$ cat config.mk
export PLATFORM = sky130hd
export DESIGN_NAME = ack_poll_master
export DESIGN_NICKNAME = d
export VERILOG_FILES = /design/src/rtl/ackpoll_pkg.sv /design/src/rtl/ackpoll_tick.sv /design/src/rtl/ackpoll_bit_eng.sv /design/src/rtl/ackpoll_seq.sv /design/src/rtl/ack_poll_master.sv
export SDC_FILE = /design/constraint.sdc
export NUM_CORES = 1
export LEC_CHECK = 0
export ABC_CLOCK_PERIOD_IN_PS = 2000
export BUFFER_PORTS_ARGS = -buffer_cell sky130_fd_sc_hd__buf_4
export CAP_MARGIN = 20
export CELL_PAD_IN_SITES_DETAIL_PLACEMENT = 1
export CELL_PAD_IN_SITES_GLOBAL_PLACEMENT = 2
export CORE_MARGIN = 2
export CORE_UTILIZATION = 35
export CTS_BUF_LIST = sky130_fd_sc_hd__clkbuf_4 sky130_fd_sc_hd__clkbuf_8
export DETAILED_ROUTE_END_ITERATION = 10
export GPL_TIMING_DRIVEN = 0
export PLACE_DENSITY = 0.88
export SYNTH_ARGS = -nofsm -noshare
export SYNTH_HDL_FRONTEND = slang
export SYNTH_SLANG_ARGS = --single-unit
export TNS_END_PERCENT = 30
$ cat constraint.sdc
create_clock -name clk_i -period 2 [get_ports clk_i]
set_input_delay 0.2 -clock clk_i [delete_from_list [all_inputs] [get_ports clk_i]]
set_output_delay 0.2 -clock clk_i [all_outputs]
set_load 0.02 [all_outputs]
$ cat src/rtl/ackpoll_pkg.sv
package ackpoll_pkg;
  localparam int unsigned BYTE_W = 8;

  typedef enum logic [1:0] {
    BC_START = 2'd0,
    BC_STOP  = 2'd1,
    BC_WRITE = 2'd2,
    BC_READ  = 2'd3
  } bus_cmd_e;

  typedef enum logic [3:0] {
    ST_IDLE  = 4'd0,
    ST_START = 4'd1,
    ST_ADDR  = 4'd2,
    ST_AACK  = 4'd3,
    ST_RSTOP = 4'd4,
    ST_BADDR = 4'd5,
    ST_BACK  = 4'd6,
    ST_FSTOP = 4'd7,
    ST_HOLD  = 4'd8,
    ST_XSTOP = 4'd9
  } seq_state_e;
endpackage

$ cat src/rtl/ackpoll_tick.sv
module ackpoll_tick #(
  parameter int unsigned DIV = 4
) (
  input  logic clk_i,
  input  logic rst_ni,
  input  logic clr_i,
  input  logic en_i,
  output logic tick_o
);
  localparam int unsigned CW = (DIV > 1) ? $clog2(DIV) : 1;
  localparam logic [CW-1:0] LAST = CW'(DIV - 1);

  logic [CW-1:0] cnt_q;

  assign tick_o = en_i && (cnt_q == LAST);

  always_ff @(posedge clk_i or negedge rst_ni) begin
    if (!rst_ni)             cnt_q <= '0;
    else if (clr_i || !en_i) cnt_q <= '0;
    else if (tick_o)         cnt_q <= '0;
    else                     cnt_q <= cnt_q + 1'b1;
  end
endmodule

$ cat src/rtl/ackpoll_bit_eng.sv
module ackpoll_bit_eng
  import ackpoll_pkg::*;
#(
  parameter int unsigned DIV = 4
) (
  input  logic     clk_i,
  input  logic     rst_ni,
  input  logic     cmd_valid_i,
  input  bus_cmd_e cmd_i,
  input  logic     bit_i,
  input  logic     sda_i,
  output logic     done_o,
  output logic     rx_o,
  output logic     scl_o,
  output logic     sda_o
);
  logic       active_q;
  logic [1:0] phase_q;
  bus_cmd_e   cmd_q;
  logic       bit_q;
  logic       tick;
  logic       accept;

  assign accept = cmd_valid_i && !active_q;

  ackpoll_tick #(.DIV(DIV)) u_tick (
    .clk_i  (clk_i),
    .rst_ni (rst_ni),
    .clr_i  (accept),
    .en_i   (active_q),
    .tick_o (tick)
  );

  // {scl, sda} for each phase; edges on SDA with SCL high only in START/STOP
  function automatic logic [1:0] pins(bus_cmd_e c, logic [1:0] ph, logic b);
    logic [1:0] r;
    unique case (c)
      BC_START: r = (ph == 2'd0 || ph == 2'd1) ? 2'b11 :
                    (ph == 2'd2) ? 2'b10 : 2'b00;
      BC_STOP:  r = (ph == 2'd0) ? 2'b00 :
                    (ph == 2'd1) ? 2'b10 : 2'b11;
      BC_WRITE: r = {(ph == 2'd1 || ph == 2'd2), b};
      default:  r = {(ph == 2'd1 || ph == 2'd2), 1'b1};
    endcase
    return r;
  endfunction

  always_ff @(posedge clk_i or negedge rst_ni) begin
    if (!rst_ni) begin
      active_q <= 1'b0;
      phase_q  <= '0;
      cmd_q    <= BC_STOP;
      bit_q    <= 1'b1;
      done_o   <= 1'b0;
      rx_o     <= 1'b1;
      scl_o    <= 1'b1;
      sda_o    <= 1'b1;
    end else begin
      done_o <= 1'b0;
      if (accept) begin
        active_q       <= 1'b1;
        phase_q        <= 2'd0;
        cmd_q          <= cmd_i;
        bit_q          <= bit_i;
        {scl_o, sda_o} <= pins(cmd_i, 2'd0, bit_i);
      end else if (tick) begin
        if (phase_q == 2'd2 && cmd_q == BC_READ) rx_o <= sda_i;
        if (phase_q == 2'd3) begin
          active_q <= 1'b0;
          done_o   <= 1'b1;
        end else begin
          phase_q        <= phase_q + 2'd1;
          {scl_o, sda_o} <= pins(cmd_q, phase_q + 2'd1, bit_q);
        end
      end
    end
  end
endmodule

$ cat src/rtl/ackpoll_seq.sv
module ackpoll_seq
  import ackpoll_pkg::*;
#(
  parameter int unsigned ADDR_W = 7,
  parameter int unsigned TRY_W  = 8
) (
  input  logic              clk_i,
  input  logic              rst_ni,
  input  logic              start_i,
  input  logic [ADDR_W-1:0] dev_addr_i,
  input  logic [BYTE_W-1:0] byte_addr_i,
  input  logic              next_wr_i,
  input  logic [TRY_W-1:0]  try_limit_i,
  input  logic              release_i,
  input  logic              eng_done_i,
  input  logic              eng_rx_i,
  output logic              cmd_valid_o,
  output bus_cmd_e          cmd_o,
  output logic              bit_o,
  output logic              busy_o,
  output logic              hold_o,
  output logic              done_o,
  output logic              ready_o,
  output logic              timeout_o
);
  localparam int unsigned SH_W = ADDR_W + 1;
  localparam int unsigned CNT_W = $clog2(SH_W);
  localparam logic [CNT_W-1:0] LAST_BIT = CNT_W'(SH_W - 1);

  seq_state_e        state_q;
  logic              pend_q;
  logic [SH_W-1:0]   sh_q;
  logic [CNT_W-1:0]  cnt_q;
  logic [TRY_W-1:0]  tries_q;
  logic [TRY_W-1:0]  lim_q;
  logic [ADDR_W-1:0] dev_q;
  logic [BYTE_W-1:0] baddr_q;
  logic              wr_q;
  logic              last_try;

  assign last_try = (lim_q != '0) &&
                    (({1'b0, tries_q} + 1'b1) == {1'b0, lim_q});

  always_comb begin
    unique case (state_q)
      ST_START:           cmd_o = BC_START;
      ST_ADDR, ST_BADDR:  cmd_o = BC_WRITE;
      ST_AACK, ST_BACK:   cmd_o = BC_READ;
      default:            cmd_o = BC_STOP;
    endcase
  end

  assign bit_o       = sh_q[SH_W-1];
  assign cmd_valid_o = (state_q != ST_IDLE) && (state_q != ST_HOLD) && !pend_q;
  assign busy_o      = (state_q != ST_IDLE) && (state_q != ST_HOLD);
  assign hold_o      = (state_q == ST_HOLD);

  always_ff @(posedge clk_i or negedge rst_ni) begin
    if (!rst_ni) begin
      state_q   <= ST_IDLE;
      pend_q    <= 1'b0;
      sh_q      <= '0;
      cnt_q     <= '0;
      tries_q   <= '0;
      lim_q     <= '0;
      dev_q     <= '0;
      baddr_q   <= '0;
      wr_q      <= 1'b0;
      done_o    <= 1'b0;
      ready_o   <= 1'b0;
      timeout_o <= 1'b0;
    end else begin
      done_o <= 1'b0;
      if (cmd_valid_o)     pend_q <= 1'b1;
      else if (eng_done_i) pend_q <= 1'b0;

      unique case (state_q)
        ST_IDLE: if (start_i) begin
          dev_q     <= dev_addr_i;
          baddr_q   <= byte_addr_i;
          wr_q      <= next_wr_i;
          lim_q     <= try_limit_i;
          sh_q      <= {dev_addr_i, 1'b0};
          cnt_q     <= '0;
          tries_q   <= '0;
          ready_o   <= 1'b0;
          timeout_o <= 1'b0;
          state_q   <= ST_START;
        end
        ST_START: if (eng_done_i) state_q <= ST_ADDR;
        ST_ADDR, ST_BADDR: if (eng_done_i) begin
          sh_q <= sh_q << 1;
          if (cnt_q == LAST_BIT) begin
            cnt_q   <= '0;
            state_q <= (state_q == ST_ADDR) ? ST_AACK : ST_BACK;
          end else begin
            cnt_q <= cnt_q + 1'b1;
          end
        end
        ST_AACK: if (eng_done_i) begin
          if (!eng_rx_i) begin
            if (wr_q) begin
              sh_q    <= SH_W'(baddr_q);
              state_q <= ST_BADDR;
            end else begin
              ready_o <= 1'b1;
              state_q <= ST_FSTOP;
            end
          end else if (last_try) begin
            timeout_o <= 1'b1;
            state_q   <= ST_FSTOP;
          end else begin
            tries_q <= tries_q + 1'b1;
            state_q <= ST_RSTOP;
          end
        end
        ST_RSTOP: if (eng_done_i) begin
          sh_q    <= {dev_q, 1'b0};
          state_q <= ST_START;
        end
        ST_BACK: if (eng_done_i) begin
          if (!eng_rx_i) begin
            ready_o <= 1'b1;
            done_o  <= 1'b1;
            state_q <= ST_HOLD;
          end else begin
            state_q <= ST_FSTOP;
          end
        end
        ST_FSTOP: if (eng_done_i) begin
          done_o  <= 1'b1;
          state_q <= ST_IDLE;
        end
        ST_HOLD: if (release_i) state_q <= ST_XSTOP;
        ST_XSTOP: if (eng_done_i) state_q <= ST_IDLE;
        default: state_q <= ST_IDLE;
      endcase
    end
  end
endmodule

$ cat src/rtl/ack_poll_master.sv
module ack_poll_master
  import ackpoll_pkg::*;
#(
  parameter int unsigned DIV   = 4,
  parameter int unsigned TRY_W = 8
) (
  input  logic             clk_i,
  input  logic             rst_ni,
  input  logic             start_i,
  input  logic [6:0]       dev_addr_i,
  input  logic [7:0]       byte_addr_i,
  input  logic             next_wr_i,
  input  logic [TRY_W-1:0] try_limit_i,
  input  logic             release_i,
  input  logic             sda_i,
  output logic             scl_o,
  output logic             sda_o,
  output logic             busy_o,
  output logic             hold_o,
  output logic             done_o,
  output logic             ready_o,
  output logic             timeout_o
);
  logic     cmd_valid;
  bus_cmd_e cmd;
  logic     cmd_bit;
  logic     eng_done;
  logic     eng_rx;

  ackpoll_seq #(.ADDR_W(7), .TRY_W(TRY_W)) u_seq (
    .clk_i       (clk_i),
    .rst_ni      (rst_ni),
    .start_i     (start_i),
    .dev_addr_i  (dev_addr_i),
    .byte_addr_i (byte_addr_i),
    .next_wr_i   (next_wr_i),
    .try_limit_i (try_limit_i),
    .release_i   (release_i),
    .eng_done_i  (eng_done),
    .eng_rx_i    (eng_rx),
    .cmd_valid_o (cmd_valid),
    .cmd_o       (cmd),
    .bit_o       (cmd_bit),
    .busy_o      (busy_o),
    .hold_o      (hold_o),
    .done_o      (done_o),
    .ready_o     (ready_o),
    .timeout_o   (timeout_o)
  );

  ackpoll_bit_eng #(.DIV(DIV)) u_eng (
    .clk_i       (clk_i),
    .rst_ni      (rst_ni),
    .cmd_valid_i (cmd_valid),
    .cmd_i       (cmd),
    .bit_i       (cmd_bit),
    .sda_i       (sda_i),
    .done_o      (eng_done),
    .rx_o        (eng_rx),
    .scl_o       (scl_o),
    .sda_o       (sda_o)
  );
endmodule

Yosys cells after proc, flatten, opt, wreduce, memory -nomap -nowiden
Index checks and enable logic that the tools add are counted.
- output and inout port bits: 7
- logic and storage cells: 175
- register bits: 63
- bits of input ports: 29
- $add $sub $neg: 5
- multiplexer cells: 72
- bitwise logic cells: 1
- reductions and logical operators: 37
- equal/unequal tests: 39
- operators by type and width (operator ; number):
    $mux W8 ; 10
    $mux W4 ; 11
    $pmux W4 S8 ; 1
    $pmux W8 S4 ; 1
    $mux W1 ; 27
    $mux W2 ; 10
    $ne A2 B1 Y1 const B ; 10
    $pmux W2 S3 ; 3
    $eq A4 B3 Y1 const B ; 4
    $pmux W8 S2 ; 1
    $eq A2 B2 Y1 const B ; 7
    $ne A2 B2 Y1 const B ; 7
    $reduce_and A7 Y1 ; 2
    $mux W3 ; 4
    $reduce_and A5 Y1 ; 2
    $reduce_bool A2 Y1 ; 5
    $add A8 B1 Y9 const B ; 1
    $eq A9 B8 Y1 ; 1
    $reduce_and A9 Y1 ; 1
    $add A8 B1 Y8 const B ; 1
    $eq A4 B2 Y1 const B ; 2
    $eq A4 B4 Y1 const B ; 2
    $reduce_bool A4 Y1 ; 2
    $reduce_bool A8 Y1 ; 1
    19 further kinds ; 38

Depth between registers and ports, before layout
- word-level depth: 8
- depth in mapped cells: 10
- gate-level depth less buffers: 8

Modules after synthesis
A second synthesis with hierarchy kept.
- cell total of the unflattened synthesis: 372
- area total of the unflattened synthesis: 3365.7 µm²
- modules (own cells, without submodules) (module ; instances ; cells each ; area each (µm²) ; seq. area each (µm²)):
    ackpoll_seq ; 1 ; 317 ; 2723.9 ; 1276.2
    ackpoll_bit_eng ; 1 ; 49 ; 549.3 ; 256.5
    ackpoll_tick ; 1 ; 6 ; 92.6 ; 50.0

Least setup slack after synthesis
No wires, ideal clock.
- path kind: reg-to-reg
- start point: register u_seq.tries_q[0]
- end point: register u_seq.tries_q[4]
- data arrival time: 2007 ps
- setup slack: -129 ps
- required time: 1878 ps
- library setup time: 122 ps
- cell stages (with the launch flop): 9
- path buffers: 0
- clock period less this slack: 2129 ps
- path through: dfrtp_1 ha_1 and3b_1 or3_1 a31oi_1 a211oi_1 and4bb_4 or2_4 a32o_1
- cells in the longest elaborated chain, start to end: 5
- elaborated cells on any way between the ends: 10
- those cells by class: add/sub (2); eq/ne (2); mux (4); reduce/logical (2)
- ends and longest elaborated chain (what ; line ; text):
    start: declaration ; ackpoll_seq.sv:34 ; logic [TRY_W-1:0] tries_q;
    start signal: assignment ; ackpoll_seq.sv:113 ; tries_q <= tries_q + 1'b1;
    $add A8 B1 Y9 or $add A8 B1 Y8 (tied branches) ; ackpoll_seq.sv:42, ackpoll_seq.sv:113 ;
    $eq A9 B8 Y1 or $mux W8 (tied branches) ; ackpoll_seq.sv:42, ackpoll_seq.sv:109 ;
    $logic_and A1 B1 Y1 or $mux W8 (tied branches) ; ackpoll_seq.sv:41, ackpoll_seq.sv:101 ;
    $ne A2 B2 Y1 (no line) or $mux W8 (tied branches) ; -- ;
    $reduce_and A5 Y1 (no line) or $pmux W8 S2 (tied branches) ; -- ;
Parallel ways exist; a longest one is shown, timed or not. The select of a mux whose other input is x is not followed.
A chain may end at the register's enable or synchronous reset.

Worst setup path after layout
- start point: register u_seq.tries_q[0]
- end point: register u_seq.tries_q[2]
Same word-level chain as after synthesis.

==> tab_implementation.tex <==
\begin{tabular}{lr}
\hline
Metric & Value \\
\hline
\multicolumn{2}{l}{\textbf{Hold path}} \\
Min-Delay Startpoint & byte\_addr\_i[7] \\
Hold Path Cell Cnt & 2 \\
Min-delay worst type & primary input to flop \\
Hold Path Sink & u\_seq.baddr\_q[7] \\
\multicolumn{2}{l}{\textbf{Yosys}} \\
Post-synthesis mux area share & 9.54\% \\
Net Count, Synth & 370 \\
Number of different library cells in the post-synthesis netlist & 57 \\
Total of flip-flops plus latches after synthesis & 63 \\
Area share of and/or/nand/nor cells after synthesis & 17.5\% \\
Commonest cells in the netlist & sky130\_fd\_sc\_hd\_\_dfrtp\_1 (58), sky130\_fd\_sc\_hd\_\_mux2\_2 (27), sky130\_fd\_sc\_hd\_\_nand2\_1 (27), sky130\_fd\_sc\_hd\_\_nor2\_1 (20), sky130\_fd\_sc\_hd\_\_a21oi\_1 (19) \\
YS warnings & 0 \\
Fraction of synthesized cell area in xor and xnor cells & 2.84\% \\
Library cell occupying the most area in the post-synthesis netlist & sky130\_fd\_sc\_hd\_\_dfrtp\_1 \\
EDFF count, synth & 0 \\
Most frequent cell after synthesis & sky130\_fd\_sc\_hd\_\_dfrtp\_1 \\
Cell types with the largest area share after synthesis & sky130\_fd\_sc\_hd\_\_dfrtp\_1 (43\%), sky130\_fd\_sc\_hd\_\_mux2\_2 (9.0\%), sky130\_fd\_sc\_hd\_\_dfstp\_2 (3.9\%) \\
Primary FF master, synth & sky130\_fd\_sc\_hd\_\_dfrtp\_1 \\
Synthesized area & 0.00340 mm² \\
Combinational family with the most area after synthesis & simple AND/OR/NAND/NOR gates \\
Fraction of the mapped netlist area in adder cells & 2.58\% \\
Synthesized-area fraction occupied by ao, oa, aoi and oai cells & 17.5\% \\
Top cell type's share of synthesized area & 42.7\% \\
Share of async-settable or async-resettable flops after synthesis & 100\% \\
Cells after synthesis & 334 \\
Part of the Yosys area used for sequential elements & 46.6\% \\
Post-Synthesis Mean Instance Area & 10.2 µm² \\
\multicolumn{2}{l}{\textbf{Clock network}} \\
Clock tree from TritonCTS & done \\
Clock latency of the later-clocked register in the worst-skew pair & 350 ps \\
Master cell of the clock root buffer & sky130\_fd\_sc\_hd\_\_clkbuf\_8 \\
Clock tree sinks & 63 \\
Clock buffers created by TritonCTS & 9 \\
H-tree depth reported by CTS & 3 \\
Clock transition at the registers of the reported paths & 70 ps \\
Clock Tree Buf Depth & 2 \\
\multicolumn{2}{l}{\textbf{Global routing}} \\
Vias in the first global route & 3024 \\
Largest net degree at the start of global routing & 64 \\
Initial antenna violation count & 0 \\
Wire length of the first global-routing pass & 15.8 mm \\
Remaining global-route overflow & 0 \\
Global-route total usage across every layer & 19.4\% \\
\multicolumn{2}{l}{\textbf{Timing}} \\
Transition at the pin with the smallest max-transition slack & 845 ps \\
Maximum achievable frequency & 461 MHz \\
Minimum period implied by the final worst setup slack & 2170 ps \\
Final setup slack of the worst path & -169 ps \\
Ratio of final minimum period to clock period & 108\% \\
Number of max-slew violations in the final report & 0 \\
Worst hold slack across all endpoints & 78.9 ps \\
Final setup viols & 10 \\
Relative slew margins & 43.7\% \\
Final setup TNS & -1010 ps \\
Number of failing hold endpoints at the final stage & 0 \\
Unrepaired setup endpoints after global routing & true \\
Fin Clk Skew & 10.5 ps \\
\multicolumn{2}{l}{\textbf{Floorplan}} \\
Initial Utilization & 36.4\% \\
Die Span Y & 103 µm \\
Placement Rows & 35 \\
Core Region & 0.00933 mm² \\
Die Outline Area & 0.0105 mm² \\
Die Wd & 103 µm \\
Num ports & 36 \\
\multicolumn{2}{l}{\textbf{Routing}} \\
Number of vias in the routed layout & 2835 \\
Via-per-instance ratio & 5.47 \\
Remaining DRCs & 0 \\
Final Routed Wirelength & 9.37 mm \\
Detailed router's first-iteration violation count & 103 \\
Residual antenna-violating net count after detailed routing & 0 \\
Average detailed-routed wire length per instance & 18.1 µm \\
First drt pass iteration count & 5 \\
\multicolumn{2}{l}{\textbf{Layout}} \\
Final std cells w/o fill & 518 \\
Cell area after layout & 0.00428 mm² \\
Final layout net count & 421 \\
Area growth from synthesis to layout & 25.9\% \\
Number of inserted diodes & 0 \\
Layout cell share with drive strength beyond 1 & 36.5\% \\
Post-layout util & 45.8\% \\
\multicolumn{2}{l}{\textbf{Power}} \\
Total power & 6.46 mW \\
Leakage component of the power & 1.83 nW \\
Cell area power density & 1510 mW/mm² \\
Max VDD drop & 0.548 mV \\
\multicolumn{2}{l}{\textbf{Setup path}} \\
Launching element type of the critical path & flop \\
CP Capture Type & flop \\
Start point of the critical path & u\_seq.tries\_q[0] \\
Largest delay contributor family on the critical path & simple AND/OR/NAND/NOR gates \\
R2R depth & 8 \\
Cell with the largest stage delay on the worst path & sky130\_fd\_sc\_hd\_\_dfrtp\_2 \\
Arrival @ worst endpoint & 2400 ps \\
FF-to-FF setup slack & -170 ps \\
Crit Path Max Fanout & 4 \\
Capture point of the worst reg-to-reg path & u\_seq.tries\_q[2] \\
Worst flop-to-flop path startpoint & u\_seq.tries\_q[0] \\
Data required time of the critical path & 2230 ps \\
Critical path cell sequence & ha\_4, and3b\_1, or3\_1, a31oi\_2, a211oi\_2, and4bb\_4, or2\_4, a31o\_2 \\
Critical path buffer and inverter count & 0 \\
Critical path type & flop to flop \\
Highest cell delay on the worst timing path & 440 ps \\
\multicolumn{2}{l}{\textbf{Place}} \\
GP Congestion & 0.814 \\
Number of buffers inserted by port buffering & 35 \\
Worst slack at placement & -315 ps \\
DPL Wire Length & 6.26 mm \\
Cell total after placement & 498 \\
Post-detailed-placement cell area & 0.00383 mm² \\
\multicolumn{2}{l}{\textbf{Status}} \\
Violated checks & setup timing \\
Outcome & complete, but fails checks \\
\multicolumn{2}{l}{\textbf{Flow run}} \\
Number of max-capacitance violations reported & 0 \\
\hline
\end{tabular}
[power by group]
group          switching, mW  internal, mW
combinational           1.72          1.40
sequential             0.374          1.83
clock                  0.532         0.602
total                   2.62          3.84
[cell usage in the layout, fill, tap and decap left out, types with 3 or more instances in the layout]
cell type / n
sky130_fd_sc_hd__dfstp_2: 5
sky130_fd_sc_hd__nor2_1: 19
sky130_fd_sc_hd__nor2b_1: 3
sky130_fd_sc_hd__o31ai_1: 3
sky130_fd_sc_hd__nand2b_1: 3
sky130_fd_sc_hd__buf_2: 3
sky130_fd_sc_hd__inv_1: 5
sky130_fd_sc_hd__nand3b_1: 6
sky130_fd_sc_hd__buf_4: 43
sky130_fd_sc_hd__xor2_1: 4
sky130_fd_sc_hd__o22ai_1: 3
sky130_fd_sc_hd__a211oi_2: 3
sky130_fd_sc_hd__a211o_1: 4
sky130_fd_sc_hd__clkbuf_8: 10
sky130_fd_sc_hd__mux2_2: 27
sky130_fd_sc_hd__and3_1: 3
sky130_fd_sc_hd__a21oi_1: 19
sky130_fd_sc_hd__o21ai_0: 11
sky130_fd_sc_hd__o21ai_1: 4
sky130_fd_sc_hd__nand3_1: 12
sky130_fd_sc_hd__xnor2_1: 5
sky130_fd_sc_hd__dfrtp_2: 3
sky130_fd_sc_hd__clkbuf_4: 4
sky130_fd_sc_hd__ha_1: 6
sky130_fd_sc_hd__nand3_2: 4
sky130_fd_sc_hd__dfrtp_1: 55
sky130_fd_sc_hd__or3_1: 5
sky130_fd_sc_hd__nand2_1: 26
sky130_fd_sc_hd__clkbuf_1: 5
sky130_fd_sc_hd__a222oi_1: 7
sky130_fd_sc_hd__a21o_1: 9
sky130_fd_sc_hd__nor3_1: 6
sky130_fd_sc_hd__clkbuf_2: 3
[cell type report]
| cell class | instances | area [µm²] |
|---|---|---|
| fillers | 1050 | 5050 |
| multi-input cells | 244 | 1880 |
| flip-flops and latches | 63 | 1590 |
| repair buffers | 44 | 337 |
| well taps | 129 | 161 |
| clock buffers | 10 | 138 |
| plain buffers | 17 | 97.6 |
| clock inverters | 5 | 58.8 |
| inverters | 6 | 22.5 |
[sequential cells by signal, indices dropped and copies added (netlist names), 2 cells and up]
register	cells
u_eng.cmd_q	2
u_eng.phase_q	2
u_eng.u_tick.cnt_q	2
u_seq.baddr_q	8
u_seq.cnt_q	3
u_seq.dev_q	7
u_seq.lim_q	8
u_seq.sh_q	8
u_seq.state_q	4
u_seq.tries_q	8
[worst reg2reg max path: stages (launching register included)]
cell,delay (ps)
sky130_fd_sc_hd__dfrtp_2,440
sky130_fd_sc_hd__ha_4,180
sky130_fd_sc_hd__and3b_1,150
sky130_fd_sc_hd__or3_1,320
sky130_fd_sc_hd__a31oi_2,210
sky130_fd_sc_hd__a211oi_2,50
sky130_fd_sc_hd__and4bb_4,230
sky130_fd_sc_hd__or2_4,260
sky130_fd_sc_hd__a31o_2,210
[logic make-up after synthesis]
| group | after synthesis |
|---|---|
| AND/OR/NAND/NOR | 111 |
| AO/OA/AOI/OAI | 86 |
| flip-flops | 63 |
| multiplexers | 29 |
| buffers and inverters | 27 |
| XOR/XNOR | 11 |
| adder cells (fa/ha/maj) | 7 |
[worst max path at each step]
stage                     cells past startpoint          endpoint  slack (ps)
after global routing                          8  u_seq.tries_q[4]        -230
final                                         8  u_seq.tries_q[2]        -170
after detailed placement                      8  u_seq.tries_q[2]        -320
after CTS                                     8  u_seq.tries_q[4]        -110
after global placement                        8  u_seq.tries_q[2]        -240
after floorplan                               8  u_seq.tries_q[4]         -50
[routing by layer]
metal  share of wire (%)  GRT usage (%)  up-vias
li1                    -              -     1345
met1                  47           26.4     1422
met2                  48           31.2       53
met3                 3.7           4.34       15
met4                 1.4           5.64        0
met5                   0              0        -
[repair_timing]
action	CTS	global route
hold buffers	1	0
cloned	1	0
endpoints found under the setup margin	46	45
pin swaps	5	9
buffers inserted	7	0
endpoints found under the hold margin	34	0
resized for setup	33	28
Note: power is estimated with default switching activity, not from simulation.
